### config.mk
export PLATFORM = sky130hd
export DESIGN_NAME = cfgbus_regbank
export DESIGN_NICKNAME = d
export VERILOG_FILES = /design/src/rtl/cfgbus_pkg.sv /design/src/rtl/cfgbus_decode.sv /design/src/rtl/cfgbus_ctrl_regs.sv /design/src/rtl/cfgbus_rdata.sv /design/src/rtl/cfgbus_regbank.sv
export SDC_FILE = /design/constraint.sdc
export NUM_CORES = 1
export LEC_CHECK = 0
export BUFFER_PORTS_ARGS = -buffer_cell sky130_fd_sc_hd__buf_2
export CORE_MARGIN = 4
export CORE_UTILIZATION = 34
export CTS_BUF_LIST = sky130_fd_sc_hd__clkbuf_4 sky130_fd_sc_hd__clkbuf_8
export CTS_CLUSTER_SIZE = 30
export DETAILED_ROUTE_END_ITERATION = 10
export SYNTH_ARGS = -nofsm -noshare
export SYNTH_HDL_FRONTEND = slang
export SYNTH_SLANG_ARGS = --single-unit
### constraint.sdc
create_clock -name clk -period 5.8 [get_ports clk]
set_input_delay 0.29 -clock clk [delete_from_list [all_inputs] [get_ports clk]]
set_output_delay 0.29 -clock clk [all_outputs]
set_load 0.02 [all_outputs]
### src/rtl/cfgbus_pkg.sv
package cfgbus_pkg;
  localparam int CB_ADDR_W = 14;
  localparam int CB_SEL_W  = 4;
  localparam int CB_DATA_W = 32;
  localparam int CB_IDX_W  = CB_ADDR_W - CB_SEL_W;

  typedef enum logic [1:0] {
    SLOT_NONE = 2'd0,
    SLOT_CTRL = 2'd1,
    SLOT_STAT = 2'd2
  } slot_kind_e;
endpackage

### src/rtl/cfgbus_decode.sv
module cfgbus_decode
  import cfgbus_pkg::*;
#(
  parameter logic [CB_SEL_W-1:0] SLAVE_ID = 4'd6,
  parameter int N_CTRL = 4,
  parameter int N_STAT = 2
) (
  input  logic [CB_ADDR_W-1:0] addr,
  input  logic                 we,
  output logic                 hit,
  output slot_kind_e           kind,
  output logic [CB_IDX_W-1:0]  offset,
  output logic [N_CTRL-1:0]    wr_vec
);
  localparam int SLOT_END = N_CTRL + N_STAT;

  logic [CB_IDX_W-1:0] idx;

  assign idx = addr[CB_IDX_W-1:0];
  assign hit = (addr[CB_ADDR_W-1:CB_IDX_W] == SLAVE_ID);

  always_comb begin
    kind   = SLOT_NONE;
    offset = '0;
    if (int'(idx) < N_CTRL) begin
      kind   = SLOT_CTRL;
      offset = idx;
    end else if (int'(idx) < SLOT_END) begin
      kind   = SLOT_STAT;
      offset = CB_IDX_W'(int'(idx) - N_CTRL);
    end
  end

  always_comb begin
    for (int i = 0; i < N_CTRL; i++) begin
      wr_vec[i] = hit && we && (kind == SLOT_CTRL) && (int'(offset) == i);
    end
  end

  always_comb begin
    AST_DEC_NO_FOREIGN_WRITE: assert (hit || (wr_vec == '0));
  end
endmodule

### src/rtl/cfgbus_ctrl_regs.sv
module cfgbus_ctrl_regs
  import cfgbus_pkg::*;
#(
  parameter int N_CTRL = 4
) (
  input  logic                 clk,
  input  logic                 rst_n,
  input  logic [N_CTRL-1:0]    wr_vec,
  input  logic [CB_DATA_W-1:0] wdata,
  output logic [CB_DATA_W-1:0] ctrl_q [N_CTRL]
);
  logic [CB_DATA_W-1:0] ctrl_d [N_CTRL];

  genvar g;
  generate
    for (g = 0; g < N_CTRL; g++) begin : g_word
      always_comb begin
        ctrl_d[g] = ctrl_q[g];
        if (wr_vec[g]) ctrl_d[g] = wdata;
      end

      always_ff @(posedge clk or negedge rst_n) begin
        if (!rst_n) ctrl_q[g] <= '0;
        else if (wr_vec[g]) ctrl_q[g] <= ctrl_d[g];
      end

      AST_CTRL_WRITE_LANDS: assert property (@(posedge clk) disable iff (!rst_n)
        wr_vec[g] |=> (ctrl_q[g] == $past(wdata)));
      AST_CTRL_HOLD: assert property (@(posedge clk) disable iff (!rst_n)
        !wr_vec[g] |=> $stable(ctrl_q[g]));
    end
  endgenerate

  AST_CTRL_ONE_WRITER: assert property (@(posedge clk) disable iff (!rst_n)
    $onehot0(wr_vec));
endmodule

### src/rtl/cfgbus_rdata.sv
module cfgbus_rdata
  import cfgbus_pkg::*;
#(
  parameter int N_CTRL = 4,
  parameter int N_STAT = 2
) (
  input  logic                 clk,
  input  logic                 rst_n,
  input  logic                 hit,
  input  logic                 we,
  input  slot_kind_e           kind,
  input  logic [CB_IDX_W-1:0]  offset,
  input  logic [CB_DATA_W-1:0] ctrl_q [N_CTRL],
  input  logic [CB_DATA_W-1:0] stat_w [N_STAT],
  output logic [CB_DATA_W-1:0] rdata
);
  logic [CB_DATA_W-1:0] word_sel;
  logic [CB_DATA_W-1:0] rdata_d;
  logic                 rd_go;

  assign rd_go = hit && !we;

  always_comb begin
    word_sel = '0;
    if (kind == SLOT_CTRL) begin
      for (int i = 0; i < N_CTRL; i++) begin
        if (int'(offset) == i) word_sel = ctrl_q[i];
      end
    end else if (kind == SLOT_STAT) begin
      for (int j = 0; j < N_STAT; j++) begin
        if (int'(offset) == j) word_sel = stat_w[j];
      end
    end
  end

  always_comb begin
    rdata_d = rd_go ? word_sel : '0;
  end

  always_ff @(posedge clk or negedge rst_n) begin
    if (!rst_n) rdata <= '0;
    else        rdata <= rdata_d;
  end

  AST_RD_QUIET_AFTER_WRITE: assert property (@(posedge clk) disable iff (!rst_n)
    we |=> (rdata == '0));
  AST_RD_QUIET_UNSELECTED: assert property (@(posedge clk) disable iff (!rst_n)
    !hit |=> (rdata == '0));
  AST_RD_EMPTY_SLOT: assert property (@(posedge clk) disable iff (!rst_n)
    (kind == SLOT_NONE) |=> (rdata == '0));
endmodule

### src/rtl/cfgbus_regbank.sv
module cfgbus_regbank
  import cfgbus_pkg::*;
#(
  parameter logic [CB_SEL_W-1:0] SLAVE_ID = 4'd6,
  parameter int N_CTRL = 4,
  parameter int N_STAT = 2
) (
  input  logic                        clk,
  input  logic                        rst_n,
  input  logic [CB_ADDR_W-1:0]        bus_addr,
  input  logic                        bus_we,
  input  logic [CB_DATA_W-1:0]        bus_wdata,
  output logic [CB_DATA_W-1:0]        bus_rdata,
  output logic [N_CTRL*CB_DATA_W-1:0] ctrl_out,
  input  logic [N_STAT*CB_DATA_W-1:0] stat_in
);
  logic [1:0]           rst_sync;
  logic                 rst_int_n;
  logic                 hit;
  slot_kind_e           kind;
  logic [CB_IDX_W-1:0]  offset;
  logic [N_CTRL-1:0]    wr_vec;
  logic [CB_DATA_W-1:0] ctrl_q [N_CTRL];
  logic [CB_DATA_W-1:0] stat_w [N_STAT];

  // reset asserts at once and leaves two edges after rst_n rises
  always_ff @(posedge clk or negedge rst_n) begin
    if (!rst_n) rst_sync <= 2'b00;
    else        rst_sync <= {rst_sync[0], 1'b1};
  end
  assign rst_int_n = rst_sync[1];

  genvar g;
  generate
    for (g = 0; g < N_CTRL; g++) begin : g_ctrl_flat
      assign ctrl_out[g*CB_DATA_W +: CB_DATA_W] = ctrl_q[g];
    end
    for (g = 0; g < N_STAT; g++) begin : g_stat_unflat
      assign stat_w[g] = stat_in[g*CB_DATA_W +: CB_DATA_W];
    end
  endgenerate

  cfgbus_decode #(
    .SLAVE_ID (SLAVE_ID),
    .N_CTRL   (N_CTRL),
    .N_STAT   (N_STAT)
  ) u_decode (
    .addr   (bus_addr),
    .we     (bus_we),
    .hit    (hit),
    .kind   (kind),
    .offset (offset),
    .wr_vec (wr_vec)
  );

  cfgbus_ctrl_regs #(
    .N_CTRL (N_CTRL)
  ) u_ctrl (
    .clk    (clk),
    .rst_n  (rst_int_n),
    .wr_vec (wr_vec),
    .wdata  (bus_wdata),
    .ctrl_q (ctrl_q)
  );

  cfgbus_rdata #(
    .N_CTRL (N_CTRL),
    .N_STAT (N_STAT)
  ) u_rdata (
    .clk    (clk),
    .rst_n  (rst_int_n),
    .hit    (hit),
    .we     (bus_we),
    .kind   (kind),
    .offset (offset),
    .ctrl_q (ctrl_q),
    .stat_w (stat_w),
    .rdata  (bus_rdata)
  );

  AST_TOP_FOREIGN_ZERO: assert property (@(posedge clk) disable iff (!rst_int_n)
    (bus_addr[CB_ADDR_W-1:CB_IDX_W] != SLAVE_ID) |=> (bus_rdata == '0));
  AST_TOP_STAT_READ: assert property (@(posedge clk) disable iff (!rst_int_n)
    (!bus_we && bus_addr == {SLAVE_ID, CB_IDX_W'(N_CTRL)})
      |=> (bus_rdata == $past(stat_in[CB_DATA_W-1:0])));
  AST_TOP_CTRL0_READ: assert property (@(posedge clk) disable iff (!rst_int_n)
    (!bus_we && bus_addr == {SLAVE_ID, CB_IDX_W'(0)} && !wr_vec[0])
      |=> (bus_rdata == ctrl_out[CB_DATA_W-1:0]));
endmodule

Word level (Yosys, flattened, before mapping) --
Cells that the tools add are included.
Word-level totals: output and inout port bits 160, word-level logic and storage cells 37, register bits after elaboration 162, input bits 113
Operators by class: add/subtract/negate cells 1, reductions and logical operators 9, equality and inequality tests 6, order comparisons 2, muxes and demuxes 13
Operators by type and width (count):
- $mux W32 | 9
- $eq A10 B3 Y1 const B | 2
- $lt A10 B3 Y1 const B | 2
- $mux W10 | 2
- $eq A10 B2 Y1 const B | 1
- $logic_not A10 Y1 | 1
- $sub A10 B3 Y10 const B | 1
- $logic_and A1 B1 Y1 | 7
- $eq A4 B3 Y1 const B | 1
- $mux W2 | 2
- $eq A2 B1 Y1 const B | 1
- $eq A2 B2 Y1 const B | 1
- $logic_not A1 Y1 | 1

Depth between registers and ports, before layout --
depth in word-level cells 10, mapped depth 9, mapped depth without buffers 7

Hierarchy --
Synthesis repeated with hierarchy kept, for this count alone.
Second synthesis, totals: cells, all modules 536, area total of the unflattened synthesis 8279.2 sq um
Modules (own cells, without submodules):
- cfgbus_ctrl_regs | seq. area each 3203.1 sq um, instances 1, cells each 272, area each 5380.2 sq um
- cfgbus_rdata | seq. area each 800.8 sq um, instances 1, cells each 214, area each 2492.4 sq um
- cfgbus_decode | seq. area each 0.0 sq um, instances 1, cells each 47, area each 352.8 sq um
- cfgbus_regbank | seq. area each 50.0 sq um, instances 1, cells each 3, area each 53.8 sq um

Worst setup path before layout --
OpenSTA, ideal clock, no wires.
path type input-to-reg, from input port bus_addr[2], to register u_ctrl.ctrl_q[100] in the netlist's numbering, library setup time 0.125 ns, arrival 2.066 ns, slack 3.610 ns, path buffers 1, stages 8, cells stage by stage inv_1 > ha_1 > a2111oi_0 > nor4_1 > or3_1 > nand2_1 > buf_4 > mux2_2
Between the ends: cells in the longest elaborated chain, start to end 6, elaborated cells on any way between the ends 11
Ends and longest elaborated chain:
- from (decl) | line cfgbus_regbank.sv:10 | input logic [CB_ADDR_W-1:0] bus_addr,
- branches (longest 5 deep; another with $sub A10 B3 Y10)
- $logic_and A1 B1 Y1 * | line cfgbus_decode.sv:36 | wr_vec[i] = hit && we && (kind == SLOT_CTRL) && (int'(offset) == i);
- to (signal, indexed assignment) | line cfgbus_ctrl_regs.sv:24 | else if (wr_vec[g]) ctrl_q[g] <= ctrl_d[g];
- to (decl) | line cfgbus_ctrl_regs.sv:10 | output logic [CB_DATA_W-1:0] ctrl_q [N_CTRL]
Every way passes the cells marked *. A chain may end at the register's enable or synchronous reset.

Worst setup path in the final report --
from input port bus_addr[2], to register u_ctrl.ctrl_q[109] in the netlist's numbering
The elaborated chain is that of the path after synthesis.

==> results.py <==
metrics = {
    "run_status": {
        "status": "finished, final reports clean",
    },
    "place": {
        "gp_congestion": 0.7788,
        "post-place-ws_ns": 2.280,
        "dpl.cell_count": 1096,
        "dp_hpwl_mm": 15.02,
        "portBuffers": 272,
    },
    "worst_setup_path": {
        "startpoint_type": "input pin",
        "path_delay_family": "simple AND/OR/NAND/NOR gates",
        "slowest_stage": "nand2_2",
        "crit_start": "bus_addr[2]",
        "path_class": "in -> reg",
        "critPathMaxFanout": 65,
        "critPathArrivalTime_ns": 3.39,
        "cp-end-kind": "flip-flop",
        "crit_buf_inv": 3,
        "max_stage_delay_ns": 0.83,
        "crit_chain": "buf_2 > inv_1 > ha_1 > a2111oi_0 > nor4_1 > or3_2 > buf_4 > nand2_2 > mux2_2",
        "rr_startpoint": "rst_sync[1]$_DFF_PN0_",
        "critPathRequiredTime_ns": 6.13,
    },
    "clock_network": {
        "root_buffer": "clkbuf_8",
        "cts_tree": "done",
        "cts_buffers": 17,
        "postCtsResizedCells": 0,
        "clk_pin_slew_ns": 0.10,
        "clock_latency_ns": 0.44,
        "post_cts_buffers": 0,
        "clockBufferDepth": 2,
        "htree_num_levels": 4,
        "numClockSinks": 162,
        "cts_hold_buffers": 1,
    },
    "finish": {
        "area_growth_pct": 28.32,
        "finalNetCount": 961,
        "multi_input_comb_area_mm2": 0.002910,
        "final_common_cell": "buf_2",
        "ff_latch_area_mm2": 0.004058,
        "instances_no_fill": 1129,
        "fillers": 1954,
        "diodes": 0,
        "final_cell_mix": "buf_2 (272), dfrtp_1 (161), mux2_2 (77), nand2_1 (65), a22oi_1 (64)",
        "drive_gt1_frac": 0.4657,
    },
    "floorplanning": {
        "die_w_um": 153.3,
        "io_pins": 273,
        "start_util": 0.3501,
        "num_rows": 52,
        "dieArea_mm2": 0.02349,
        "die_h_um": 153.3,
        "fp.coreArea_mm2": 0.02049,
    },
    "min_path": {
        "hold_start": "bus_wdata[9]",
        "hp-class": "in -> reg",
    },
    "logic_synthesis": {
        "seq_area_frac_synth": 0.5650,
        "syn_inst": 592,
        "ys.flop_type": "dfrtp_1",
        "syn-num-nets": 707,
        "async_reset_ff_frac": 1.000,
        "synth-edff-count": 0,
        "ys_ff_latch": 162,
        "synth_area_mm2": 0.007176,
        "yosysWarnings": 0,
        "synth.avg_cell_area_um2": 12.12,
        "yosysUniqueCellTypes": 31,
    },
    "global_route": {
        "overflow": 0,
        "grt_max_degree": 77,
        "antenna_found_initial": 0,
        "grt_pass1_vias": 5905,
        "grt_usage": 0.1895,
        "grt_pass1_wl_mm": 35.03,
    },
    "routing": {
        "drt_first_pass_iters": 4,
        "route.vias.total": 5854,
        "ant_nets": 0,
        "via_per_inst": 5.185,
        "wl_per_cell_um": 19.81,
        "drc_errors": 0,
        "routed_wirelength_mm": 22.36,
        "drt-initial-drc-count": 315,
    },
    "timing": {
        "fmax_ghz": 0.3265,
        "rsz0062_at_grt": "no",
        "setup_tns_ns": 0,
        "slew_violations": 0,
        "clock_skew_ns": 0.01192,
        "hold_viol_final": 0,
        "slew_headroom": 0.3423,
        "worst_slack_ns": 2.737,
        "setup_viol": 0,
        "min_period_over_period": 0.5281,
        "final.min_clock_period_ns": 3.063,
        "tightestPinTransition_ns": 0.9866,
    },
    "flow_run": {
        "drv_cap": 0,
    },
    "pwr": {
        "max-vdd-ir-drop_uv": 179.3,
        "p_per_area_mw_per_mm2": 236.3,
        "p_leak_nw": 5.103,
    },
}
==> cells by family (layout without fill, tap and decap cells) <==
family,after synthesis,in the layout,share of synthesized area
compound gates,164,164,0.1433
fa+ha+maj,2,2,0.003487
buf+inv,50,317,0.03226
flops,162,162,0.5650
mux,128,128,0.2009
other cells,1,1,0.0005226
simple gates,85,85,0.05458
==> layer usage <==
metal  track usage  routed length, um  vias up
met4       0.05685                371        0
met2        0.3074              10820      215
li1              -                  -     2679
met1        0.2521               9578     2935
met3       0.04722               1596       25
met5             0                  0        -
==> cell type report <==
type / instances / share of cell area
sequential: 162 / 0.4407
clock buffer: 20 / 0.02922
inverter: 2 / 0.0008153
clock inverter: 12 / 0.01943
multi-input combinational: 380 / 0.3161
timing repair buffer: 283 / 0.1571
tap: 270 / 0.03669
==> per-stage QoR <==
step,cell area (um^2),power [mW],hold slack (ns),util
after detailed placement,8750,1.274,0.07629,0.4269
final,9208,2.176,0.1002,0.4493
after CTS,9208,2.205,0.06677,0.4493
after floorplan,7176,1.206,-0.005591,-
after global placement,8750,1.273,0.07543,0.4269
after global routing,9208,2.270,0.07139,0.4493
==> where the power goes <==
group | internal (mW) | switching (mW) | leakage (nW)
clock network | 0.499 | 0.426 | 0.219
logic | 0.0451 | 0.0646 | 2.63
registers | 1.13 | 0.0110 | 2.26
total | 1.67 | 0.502 | 5.10
==> state kept, by name, indices dropped and copies added (netlist names) <==
register / count
rst_sync: 2
u_rdata.rdata: 32
u_ctrl.ctrl_q: 128
==> synthesized netlist by cell type, types with 2 or more instances <==
master | n | area [um^2]
mux2_2 | 77 | 867.1
nand2_1 | 66 | 247.7
o22ai_1 | 32 | 200.2
o21ai_0 | 63 | 315.3
ha_1 | 2 | 25.02
inv_1 | 2 | 7.510
nor2_1 | 5 | 18.77
dfrtp_1 | 162 | 4054
mux2_1 | 51 | 574.3
nor4_2 | 2 | 25.02
buf_2 | 8 | 40.04
clkbuf_1 | 31 | 116.4
buf_4 | 9 | 67.56
a21oi_1 | 2 | 10.01
a22oi_1 | 64 | 480.5
==> path summary, 6_finish.rpt <==
path                       depth (start not counted)                              to  slack [ns]
min in group asynchronous                          2           rst_sync[1]$_DFF_PN0_        0.15
max in group asynchronous                          1   u_ctrl.ctrl_q[10]$_DFFE_PN0P_        3.94
max reg2reg                                        1   u_ctrl.ctrl_q[10]$_DFFE_PN0P_        3.94
min reg2reg                                        0           rst_sync[1]$_DFF_PN0_        0.36
max                                                9  u_ctrl.ctrl_q[109]$_DFFE_PN0P_        2.74
min                                                2   u_ctrl.ctrl_q[41]$_DFFE_PN0P_        0.10
No activity file was read; power rests on OpenSTA's default activity.
